==> src/rtl/fir_sa_pkg.sv <==
`timescale 1ns/1ps
package fir_sa_pkg;

   // Sign-extend a raw source-width coefficient and keep its top cw bits.
   function automatic int trunc_coef(logic [31:0] raw, int srcw, int cw);
      longint v;
      v = longint'(raw & ((64'd1 << srcw) - 64'd1));
      if (raw[srcw-1]) v = v - (longint'(1) << srcw);
      return int'(v >>> (srcw - cw));
   endfunction

   // Magnitude of a truncated coefficient.
   function automatic int coef_mag(int c);
      return (c < 0) ? -c : c;
   endfunction

   // Number of set bits in the low cw bits of a value.
   function automatic int ones_in(int v, int cw);
      int n;
      n = 0;
      for (int b = 0; b < cw; b++) n += (v >> b) & 1;
      return n;
   endfunction

endpackage

==> src/rtl/fir_sa_term.sv <==
`timescale 1ns/1ps
// Constant-coefficient scaler built from shifted additions only.
module fir_sa_term #(
   parameter int DW   = 12,
   parameter int CW   = 10,
   parameter int PW   = 26,
   parameter int COEF = 0
) (
   input  logic signed [DW-1:0] x,
   output logic signed [PW-1:0] p
);
   localparam bit          NEG  = (COEF < 0);
   localparam int          MAG  = fir_sa_pkg::coef_mag(COEF);
   localparam logic [CW:0] MAGV = MAG[CW:0];

   logic signed [PW-1:0] xe;
   logic signed [PW-1:0] acc [CW+1];

   assign xe     = {{(PW-DW){x[DW-1]}}, x};
   assign acc[0] = '0;

   for (genvar b = 0; b < CW; b++) begin : g_bit
      if (MAGV[b]) begin : g_add
         assign acc[b+1] = acc[b] + (xe <<< b);
      end else begin : g_pass
         assign acc[b+1] = acc[b];
      end
   end

   if (NEG) begin : g_neg
      assign p = -acc[CW];
   end else begin : g_pos
      assign p = acc[CW];
   end
endmodule

==> src/rtl/fir_shiftadd_tf.sv <==
`timescale 1ns/1ps
module fir_shiftadd_tf #(
   parameter int NTAPS = 8,
   parameter int DW    = 12,
   parameter int SRC_W = 16,
   parameter int CW    = 10,
   parameter logic [NTAPS*SRC_W-1:0] COEFS = {
      16'hFC40, 16'h0610, 16'h1A2B, 16'h3F01,
      16'h3F01, 16'h1A2B, 16'h0610, 16'hFC40},
   localparam int AW = DW + CW + $clog2(NTAPS),
   localparam int OW = $clog2(NTAPS*CW + 1)
) (
   input  logic                 clk,
   input  logic                 rst,
   input  logic                 in_valid,
   input  logic signed [DW-1:0] din,
   output logic                 out_valid,
   output logic signed [AW-1:0] dout,
   output logic [OW-1:0]        ones_total
);
   // Elaboration-time parameter checks.
   if (NTAPS < 2 || NTAPS > 256) begin : g_bad_taps
      $error("fir_shiftadd_tf: NTAPS out of range");
   end
   if (SRC_W < 2 || SRC_W > 32) begin : g_bad_src
      $error("fir_shiftadd_tf: SRC_W out of range");
   end
   if (CW < 2 || CW > SRC_W) begin : g_bad_cw
      $error("fir_shiftadd_tf: CW must lie in 2..SRC_W");
   end
   if (DW < 2) begin : g_bad_dw
      $error("fir_shiftadd_tf: DW too small");
   end

   function automatic int count_ones();
      int t;
      t = 0;
      for (int k = 0; k < NTAPS; k++)
         t += fir_sa_pkg::ones_in(fir_sa_pkg::coef_mag(
                 fir_sa_pkg::trunc_coef(32'(COEFS[k*SRC_W +: SRC_W]), SRC_W, CW)), CW + 1);
      return t;
   endfunction

   localparam int ONES = count_ones();
   assign ones_total = OW'(ONES);

   logic signed [AW-1:0] prod [NTAPS];
   logic signed [AW-1:0] stage [NTAPS];

   for (genvar k = 0; k < NTAPS; k++) begin : g_tap
      localparam int CK =
         fir_sa_pkg::trunc_coef(32'(COEFS[k*SRC_W +: SRC_W]), SRC_W, CW);

      fir_sa_term #(.DW(DW), .CW(CW), .PW(AW), .COEF(CK)) u_term (
         .x (din),
         .p (prod[k])
      );

      if (k == NTAPS - 1) begin : g_tail
         always_ff @(posedge clk) begin
            if (rst)           stage[k] <= '0;
            else if (in_valid) stage[k] <= prod[k];
         end
      end else begin : g_link
         always_ff @(posedge clk) begin
            if (rst)           stage[k] <= '0;
            else if (in_valid) stage[k] <= prod[k] + stage[k+1];
         end
      end
   end

   always_ff @(posedge clk) begin
      if (rst) out_valid <= 1'b0;
      else     out_valid <= in_valid;
   end

   assign dout = stage[0];
endmodule

==> config.mk <==
export PLATFORM = sky130hd
export DESIGN_NAME = fir_shiftadd_tf
export DESIGN_NICKNAME = d
export VERILOG_FILES = /design/src/rtl/fir_sa_pkg.sv /design/src/rtl/fir_sa_term.sv /design/src/rtl/fir_shiftadd_tf.sv
export SDC_FILE = /design/constraint.sdc
export NUM_CORES = 1
export LEC_CHECK = 0
export ABC_AREA = 1
export BUFFER_PORTS_ARGS = -buffer_cell sky130_fd_sc_hd__buf_2
export CAP_MARGIN = 10
export CORE_ASPECT_RATIO = 1.4
export CORE_MARGIN = 3
export CORE_UTILIZATION = 26
export CTS_CLUSTER_SIZE = 20
export DETAILED_ROUTE_END_ITERATION = 8
export PLACE_DENSITY = 0.38
export SLEW_MARGIN = 15
export SYNTH_ARGS = -nofsm -noshare
export SYNTH_HDL_FRONTEND = slang
export SYNTH_HIERARCHICAL = 1
export SYNTH_SLANG_ARGS = --single-unit
export TNS_END_PERCENT = 100
==> constraint.sdc <==
create_clock -name clk -period 5.71 [get_ports clk]
set_clock_uncertainty 0.2 [all_clocks]
set_input_delay 0.571 -clock clk [delete_from_list [all_inputs] [get_ports clk]]
set_output_delay 0.571 -clock clk [all_outputs]
set_load 0.005 [all_outputs]
==> results.tsv, run 1 <==
stage	metric	value	unit
status	status	finished clean	
synth	yosysTopAreaCellShare	20.4	%
synth	ys_seq_area_share	20.0	%
pwr	power_frac_clock	13.6	%
critical_path	crit_buf_inv	5	
critical_path	reg2reg_from	stage[1][56]	
detailed_routing	vias_per_cell	4.28	
pwr	p_seq_share	15.4	%
sta	grt_setup_unrepaired	no	
placed_design	place.gp.congestion	0.862	
pwr	power.share.combinational	71.0	%
synth	synthFlopType	edfxtp_1	
grt	grt_pass1_vias	27200	
critical_path	crit_start	din[1]	
synth	synthTopCellsByArea	nand2_1 (20%), edfxtp_1 (20%), ha_1 (13%), inv_1 (12%), fa_1 (7.9%)	
detailed_routing	antenna_left	0	
sta	hold_violations	0	
detailed_routing	wl_per_cell	15.9	um
detailed_routing	wirelength	99900	um
synth	async_reset_ff_share	0	%
grt	grt_pass1_wl	153000	um
floorplan	start_util	26.3	%
sta	fin_setup_tns	0	ns
pwr	internal_power	0.00635	W
floorplan	design.die.area	120000	um^2
sta	post-route-period-util	88.8	%
grt	antenna_found_initial	1	
floorplan	core-area	115000	um^2
clock_tree	cts_buffers	29	
cells_and_area	insertedDiodeCount	0	
pwr	p_per_area	426	nW/um^2
grt	grt_max_degree	157	
worst_hold_path	hp-class	input port to flop	
clock_tree	clkSinkCount	201	
detailed_routing	num_vias	27000	
floorplan	boundaryPins	48	
grt	grt_overflow	0	
floorplan	rows	147	
critical_path	max_stage_delay	0.54	ns
placed_design	hpwl	84700	um
detailed_routing	drt_iter0_drc	982	
critical_path	startpoint_type	input port	
grt	track_usage	16.6	%
worst_hold_path	hp-start	rst	
cells_and_area	layout-drive-gt1-share	6.99	%
pwr	switching_power	0.00770	W
synth	synth_warnings	6	
clock_tree	clock_path_buffers	3	
sta	fmax	197	MHz
cells_and_area	n_fill_cell	13100	
critical_path	cpMaxStageDelayCell	fa_1	
pwr	p_leak	18.5	nW
critical_path	path_max_fanout	9	
clock_tree	clk_latency	0.63	ns
critical_path	crit_family	adder cells	
synth	synth.distinct_cells	46	
critical_path	arrival	5.34	ns
critical_path	crit_required	5.98	ns
clock_tree	ctsHoldBuffers	0	
sta	worst_slew_pin_slew	0.916	ns
floorplan	die_y	409	um
synth	synth-edff-count	200	
cells_and_area	area_delta_synth_final	9.49	%
floorplan	die_width	294	um
critical_path	crit_path_end_kind	flop	
pwr	peakVddDrop	0.000211	V
clock_tree	cts_tree	done	
detailed_routing	first_pass_iters	5	
cells_and_area	utilization	28.7	%
cells_and_area	fin_nets	5226	
synth	synth_top_cell_by_area	nand2_1	
pwr	power.total	0.0141	W
synth	synth.avg_cell_area	6.34	um^2
flow_run	max-cap-violations	0	
placed_design	portBuffers	40	
sta	fin_crit	5.07	ns
sta	slew_headroom	38.9	%
clock_tree	postCtsSetupBuffers	0	
sta	finalSetupViolations	0	
clock_tree	clk_pin_slew_worst_paths	0.06	ns
pwr	switching_share	54.8	%
clock_tree	htreeDepth	1	
clock_tree	cts_root_buf	clkbuf_16	
synth	ys_ff_latch	201	
critical_path	crit_type	input port to flop	
sta	slew_viol_final	0	
synth	netlist_area	30100	um^2
synth	synth_cells	4754	
critical_path	cp_cell_sequence	buf_2 > fa_1 > nand2_1 > inv_1 > nor2_1 > ha_1 > fa_1 > inv_1 > fa_1 > nor2_2 > nor2_4 > nor2_1 > nor2_1 > xnor2_1 > ha_1 > nand2_1 > nor4_1 > buf_4 > nand2_1 > nand3_1 > nand2_1 > nor2_1 > buf_4	
clock_tree	cts.repair.resized	0	
detailed_routing	drc	0	
==> tightest hold or removal path: stages <==
cell and delay (ns):
buf_2 0.11, nor2_4 0.05, buf_12 0.22
==> flip-flops by register name, summed over array words and instances, names as in the netlist <==
signal     flops
stage        200
out_valid      1
==> cell usage after synthesis, types with 3 or more instances <==
cell,number
nand3b_1,17
buf_4,100
or2_1,6
nand2_1,1635
edfxtp_1,200
xnor2_1,30
fa_1,119
nor2_1,458
xor2_1,47
o21ai_0,55
inv_2,12
buf_2,15
inv_1,991
nand2_2,61
or2_2,7
nand4_1,61
o21a_1,5
nor3_1,26
ha_1,308
buf_1,4
nand3_2,14
nand2_4,3
conb_1,8
nor2_4,12
nor2_2,56
a21oi_2,5
o21bai_1,6
or2_0,4
and2_1,7
a21oi_1,216
nand3_1,244
==> path summary, 6_finish.rpt <==
kind | end | slack (ns) | cells after the start
worst max-delay path | stage[1][18] | 0.64 | 23
worst min-delay path | out_valid | 0.30 | 3
worst max register to register | stage[1][41] | 3.03 | 9
worst min register to register | stage[0][50] | 0.47 | 3
==> power groups by stage <==
stage / logic [W] / registers [W] / clock network, W
2_1_floorplan: 0.00721 / 0.00208 / 0
3_3_place_gp: 0.0101 / 0.00221 / 0
3_5_place_dp: 0.0101 / 0.00222 / 0
4_1_cts: 0.0101 / 0.00219 / 0.00199
5_1_grt: 0.0115 / 0.00219 / 0.00204
6_report: 0.00998 / 0.00217 / 0.00191
==> metrics by stage <==
step           hold slack (ns)  setup WS (ns)  area [um^2]  std cells
2_1_floorplan            0.430          0.988        30200       4769
3_3_place_gp             0.456        -0.0498        32000       6243
3_5_place_dp             0.456        -0.0505        32000       6243
4_1_cts                  0.336          0.581        33000       6297
5_1_grt                  0.326          0.287        33000       6297
6_report                 0.301          0.641        33000       6297
==> placed cells by master, fill, tap and decap left out, types with 56 or more instances in the layout <==
master / Yosys / final
buf_4: 100 / 58
nand3_1: 244 / 244
fa_1: 119 / 119
nor2_1: 458 / 457
nand4_1: 61 / 61
nand2_2: 61 / 61
inv_1: 991 / 991
nand2_1: 1635 / 1635
edfxtp_1: 200 / 200
nor2_2: 56 / 56
ha_1: 308 / 308
a21oi_1: 216 / 216
==> layout make-up <==
class | instances | area [um^2] | area share (%)
well taps | 1490 | 1860 | 5.65
flip-flops and latches | 201 | 6030 | 18.3
multi-input cells | 3440 | 19500 | 59.2
repair buffers | 107 | 816 | 2.47
clock buffers | 30 | 729 | 2.21
inverters | 1005 | 3770 | 11.4
clock inverters | 24 | 255 | 0.774
==> kinds of logic after synthesis <==
kind of cell / count (synthesis) / share of synthesized area [%]
and+or+nand+nor: 2618 / 36.4
adders and majority gates: 427 / 20.7
buffers and inverters: 1128 / 15.4
other: 8 / 0.0997
DFF: 201 / 20.0
xor gates and xnor gates: 77 / 2.24
AOI/OAI and AO/OA: 295 / 5.11
==> layer usage <==
metal	vias to the layer above	share of wire (%)	track usage (%)
li1	14500	-	-
met1	12000	38	17.1
met2	280	55	33.5
met3	132	2.3	1.48
met4	2	4.7	7.01
met5	-	0.013	0
(Power assumes the default switching activity.)
==> inputs of run 2 (changes only) <==
--- a/config.mk
+++ b/config.mk
@@ -17,6 +17,5 @@
 export SLEW_MARGIN = 15
 export SYNTH_ARGS = -nofsm -noshare
 export SYNTH_HDL_FRONTEND = slang
-export SYNTH_HIERARCHICAL = 1
 export SYNTH_SLANG_ARGS = --single-unit
 export TNS_END_PERCENT = 100
==> results.tsv, run 2 <==
stage	metric	value	unit
synth	synth_cells	2377	
floorplan	boundaryPins	48	
cells_and_area	largest_register	stage	
clock_tree	ctsHoldBuffers	0	
synth	synth.distinct_cells	57	
detailed_routing	wl_met2	34700	um
floorplan	start_util	26.3	%
placed_design	dp_slack	-0.960	ns
detailed_routing	wl_per_cell	17.6	um
detailed_routing	wl_met1	25900	um
synth	synth_top_family_by_area	adder cells	
pwr	p_leak	11.4	nW
synth	yosys-top-cells-count	nand2_1 (430), a21oi_1 (335), inv_1 (309), ha_1 (222), nor2_1 (217)	
synth	yosysTopAreaCellShare	31.8	%
clock_tree	clk_latency	0.58	ns
critical_path	cpMaxStageDelayCell	fa_2	
grt	antenna_found_initial	0	
synth	yosysMostFrequentCell	nand2_1	
synth	synthFlopType	edfxtp_1	
sta	slew_headroom	34.9	%
synth	muxShareOfSynthArea	0	%
grt	track_usage	16.9	%
critical_path	startpoint_type	input port	
floorplan	design.die.area	75900	um^2
synth	synth_warnings	0	
sta	fmax	182	MHz
cells_and_area	design_area	23900	um^2
critical_path	max_stage_delay	0.62	ns
placed_design	placed_area	22400	um^2
cells_and_area	layout-drive-gt1-share	20.5	%
floorplan	rows	116	
sta	setup_slack	0.226	ns
cells_and_area	mostFrequentLayoutCells	nand2_1 (410), buf_4 (329), a21oi_1 (315)	
synth	synth_xor_area_share	2.88	%
synth	async_reset_ff_share	0	%
detailed_routing	dr_wl_met3	1450	um
status	status	finished clean	
clock_tree	clock_path_buffers	3	
detailed_routing	drc	0	
clock_tree	clk_pin_slew_worst_paths	0.06	ns
critical_path	path_max_fanout	4	
sta	fin_crit	5.48	ns
clock_tree	cts_tree	done	
synth	synthTopCellsByArea	edfxtp_1 (32%), ha_1 (15%), a21oi_1 (8.9%), nand2_1 (8.6%), inv_1 (6.1%)	
synth	synth.avg_cell_area	7.94	um^2
floorplan	die_y	325	um
flow_run	max-cap-violations	0	
synth	synth_top_cell_by_area	edfxtp_1	
sta	worst_slew_pin_slew	0.968	ns
detailed_routing	vias_per_cell	4.66	
cells_and_area	multi_input_area	11900	um^2
synth	netlist_area	18900	um^2
critical_path	crit_required	5.94	ns
critical_path	crit_path_end_kind	flop	
placed_design	place.gp.congestion	0.868	
detailed_routing	top_layer_used	met4	
clock_tree	cts_buffers	27	
synth	ys_seq_area_share	31.9	%
cells_and_area	area_delta_synth_final	26.6	%
worst_hold_path	hp-class	flop to flop	
cells_and_area	largest_reg_flops	200	
synth	synthSimpleGateAreaFrac	19.4	%
cells_and_area	final_common_cell	nand2_1	
pwr	peakVddDrop	0.000257	V
clock_tree	htreeDepth	1	
sta	finalSetupViolations	0	
grt	grt_pass1_vias	17700	
placed_design	hpwl	52200	um
critical_path	cpMostUsedCell	buf_4	
detailed_routing	wirelength	64800	um
pwr	p_per_area	570	nW/um^2
sta	grt_setup_unrepaired	yes	
floorplan	die_width	234	um
cells_and_area	regArea	6030	um^2
placed_design	portBuffers	40	
critical_path	arrival	5.72	ns
grt	grt_max_degree	110	
synth	synth-edff-count	200	
detailed_routing	first_pass_iters	6	
detailed_routing	drt_iter0_drc	727	
sta	hold_violations	0	
synth	ys_ff_latch	201	
cells_and_area	fin_nets	3015	
synth	synth_adder_area_share	19.9	%
floorplan	core-area	71700	um^2
clock_tree	clkSinkCount	201	
sta	slew_viol_final	0	
detailed_routing	antenna_left	0	
detailed_routing	num_vias	17200	
cells_and_area	n_fill_cell	7635	
sta	worst_hold_slack	0.346	ns
grt	grt_overflow	0	
synth	synth_compound_area_share	17.8	%
clock_tree	cts_root_buf	clkbuf_16	
cells_and_area	insertedDiodeCount	0	
critical_path	crit_type	input port to flop	
cells_and_area	largestRegisters	stage x200, out_valid x1	
sta	post-route-period-util	96.0	%
cells_and_area	utilization	33.3	%
grt	grt_pass1_wl	99100	um
run 2: worst max-delay path: cells and delay by family:
family,cells,cell delay (ns)
XOR/XNOR,3,0.47
buffers and inverters,9,1.15
AO/OA/AOI/OAI,5,0.76
adder cells (fa/ha/maj),4,1.59
AND/OR/NAND/NOR,10,1.18
run 2: timing repair:
action,in CTS,in global routing
pin swaps,5,40
buffers inserted,2,3
setup endpoints to repair,13,23
gates resized for setup,17,115
run 2: kinds of logic after synthesis:
family | count (synthesis)
flip-flops | 201
other | 2
AND/OR/NAND/NOR | 853
XOR/XNOR | 59
buffers and inverters | 368
adder cells (fa/ha/maj) | 271
AO/OA/AOI/OAI | 623
run 2: power by group:
part           switching, W  leakage [nW]  internal (W)
Clock              0.000692         0.409      0.000990
Combinational       0.00557          8.78       0.00424
Sequential         0.000131          2.20       0.00200
run 2: final timing paths:
| check | slack, ns | depth (start not counted) | to | from |
|---|---|---|---|---|
| setup reg to reg | 2.60 | 14 | stage[1][42] | stage[1][53] |
| hold reg to reg | 0.35 | 2 | stage[1][26] | stage[1][51] |
| setup / recovery | 0.23 | 31 | stage[1][23] | din[2] |
| hold / removal | 0.35 | 2 | stage[1][26] | stage[1][51] |
run 2: area by class of cell:
cell class | instances | share of cell area [%]
multi-input cells | 1813 | 50.0
clock inverters | 13 | 0.576
flip-flops and latches | 201 | 25.2
well taps | 944 | 4.94
inverters | 314 | 4.94
repair buffers | 372 | 11.4
clock buffers | 32 | 2.91
run 2: metal layers:
metal | vias up | track usage, %
li1 | 8827 | -
met1 | 8015 | 18.9
met2 | 246 | 32.7
met3 | 94 | 1.31
met4 | 0 | 6.46
met5 | - | 0
run 2: through the flow:
| step | std cells | setup TNS [ns] | power, W |
|---|---|---|---|
| finish | 3689 | 0 | 0.0136 |
| global route | 3689 | -0.196 | 0.0149 |
| CTS | 3687 | 0 | 0.0134 |
| detailed placement | 3640 | -17.01 | 0.0115 |
| global placement | 3640 | -16.55 | 0.0116 |
| floorplan | 2382 | 0 | 0.00699 |
==> inputs of run 3 (changes only) <==
--- a/config.mk
+++ b/config.mk
@@ -13,7 +13,6 @@
 export CORE_UTILIZATION = 26
 export CTS_CLUSTER_SIZE = 20
 export DETAILED_ROUTE_END_ITERATION = 8
-export PLACE_DENSITY = 0.38
 export SLEW_MARGIN = 15
 export SYNTH_ARGS = -nofsm -noshare
 export SYNTH_HDL_FRONTEND = slang
==> results.tsv, run 3 (same netlist as run 2, synthesis figures left out) <==
stage	metric	value	unit
sta	slew_viol_final	0	
cells_and_area	largest_register	stage	
critical_path	reg2reg_from	stage[1][53]	
detailed_routing	num_vias	17000	
sta	fin_crit	5.55	ns
clock_tree	cts_tree	done	
placed_design	portBuffers	40	
critical_path	crit_path_end	stage[0][99]	
cells_and_area	area_delta_synth_final	26.1	%
critical_path	startpoint_type	input port	
clock_tree	cts_root_buf	clkbuf_16	
detailed_routing	drc	0	
grt	track_usage	14.7	%
grt	antenna_found_initial	0	
sta	grt_setup_unrepaired	yes	
status	status	finished clean	
sta	post-route-period-util	97.2	%
placed_design	place.gp.congestion	0.929	
clock_tree	clkSinkCount	201	
critical_path	r2r_cells	14	
sta	fmax	180	MHz
clock_tree	clk_pin_slew_worst_paths	0.07	ns
critical_path	max_stage_delay	0.58	ns
placed_design	placed_area	22100	um^2
clock_tree	clk_latency	0.55	ns
sta	worst_hold_slack	0.348	ns
critical_path	cpMaxStageDelayCell	fa_2	
worst_hold_path	hp-class	flop to flop	
pwr	p_per_area	556	nW/um^2
cells_and_area	fin_nets	2968	
critical_path	arrival	5.65	ns
critical_path	crit_path_end_kind	flop	
sta	finalSetupViolations	0	
critical_path	r2r_slack	2.87	ns
critical_path	crit_required	5.82	ns
cells_and_area	final_common_cell	nand2_1	
cells_and_area	layout-drive-gt1-share	20.1	%
pwr	peakVddDrop	0.000362	V
placed_design	hpwl	44400	um
worst_hold_path	holdPathStages	2	
floorplan	core-area	71700	um^2
cells_and_area	n_fill_cell	7497	
detailed_routing	drt_iter0_drc	982	
detailed_routing	first_pass_iters	5	
critical_path	crit_start	din[5]	
sta	worst_slew_pin_slew	0.819	ns
critical_path	path_max_fanout	5	
sta	slew_headroom	45.4	%
floorplan	start_util	26.3	%
grt	grt_pass1_vias	17300	
critical_path	crit_type	input port to flop	
sta	hold_violations	0	
grt	grt_overflow	0	
floorplan	design.die.area	75900	um^2
pwr	p_leak	11.3	nW
detailed_routing	wl_per_cell	15.5	um
grt	grt_pass1_wl	88500	um
critical_path	r2r-end	stage[1][42]	
floorplan	rows	116	
cells_and_area	largestRegisters	stage x200, out_valid x1	
cells_and_area	insertedDiodeCount	0	
detailed_routing	antenna_left	0	
cells_and_area	design_area	23800	um^2
flow_run	max-cap-violations	0	
floorplan	die_y	325	um
clock_tree	cts_buffers	26	
clock_tree	clock_path_buffers	3	
cells_and_area	mostFrequentLayoutCells	nand2_1 (410), a21oi_1 (318), inv_1 (302)	
clock_tree	htreeDepth	1	
floorplan	boundaryPins	48	
detailed_routing	vias_per_cell	4.67	
grt	grt_max_degree	114	
floorplan	die_width	234	um
detailed_routing	wirelength	56500	um
cells_and_area	largest_reg_flops	200	
## run 3: through the flow
stage / worst slack (ns) / instances / power, W / TNS, ns / utilization [%]
3_3_place_gp: -0.888 / 3589 / 0.0107 / -10.88 / 30.8
3_5_place_dp: -0.953 / 3589 / 0.0107 / -12.62 / 30.8
6_report: 0.162 / 3646 / 0.0132 / 0 / 33.2
2_1_floorplan: 0.0233 / 2382 / 0.00699 / 0 / -
4_1_cts: 0.00122 / 3639 / 0.0126 / 0 / 32.2
5_1_grt: -0.139 / 3646 / 0.0144 / -0.672 / 33.2
## run 3: area by class of cell
cell class | count | area (um^2) | share of cell area (%)
Clock inverter | 18 | 199 | 0.836
Tap cell | 944 | 1180 | 4.97
Sequential cell | 201 | 6030 | 25.3
Multi-Input combinational cell | 1813 | 12100 | 50.8
Inverter | 314 | 1180 | 4.97
Timing Repair Buffer | 326 | 2430 | 10.2
Clock buffer | 30 | 687 | 2.89
## run 3: critical path: cells and delay by family
| kind | cells | cell delay [ns] |
|---|---|---|
| AOI/OAI and AO/OA | 9 | 1.43 |
| and+or+nand+nor | 12 | 1.13 |
| adders and majority gates | 5 | 1.82 |
| xor gates and xnor gates | 2 | 0.35 |
| buffers and inverters | 3 | 0.34 |
## run 3: timing repair
item,CTS,global route
setup buffers,2,8
resized for setup,22,152
pin swaps,13,63
hold buffers,0,0
endpoints found under the setup margin,7,25
## run 3: worst min-delay path by stage
| stage | start | endpoint |
|---|---|---|
| 2_1_floorplan | stage[1][25] | stage[1][0] |
| 3_3_place_gp | stage[1][75] | stage[1][50] |
| 3_5_place_dp | stage[0][77] | stage[0][52] |
| 4_1_cts | stage[1][0] | stage[0][75] |
| 5_1_grt | stage[0][52] | stage[0][27] |
| 6_report | stage[0][52] | stage[0][27] |
## run 3: power by group
group | internal [W] | switching, W
Clock | 0.00101 | 0.000719
Sequential | 0.00200 | 0.000139
Combinational | 0.00405 | 0.00530
Total | 0.00707 | 0.00616
## run 3: metal layers
layer	global-route usage, %	wire length, um	vias up
met5	0	0	-
met3	1.40	1590	130
met4	7.47	3120	0
li1	-	-	8758
met1	16.8	22900	7816
met2	26.9	28900	329
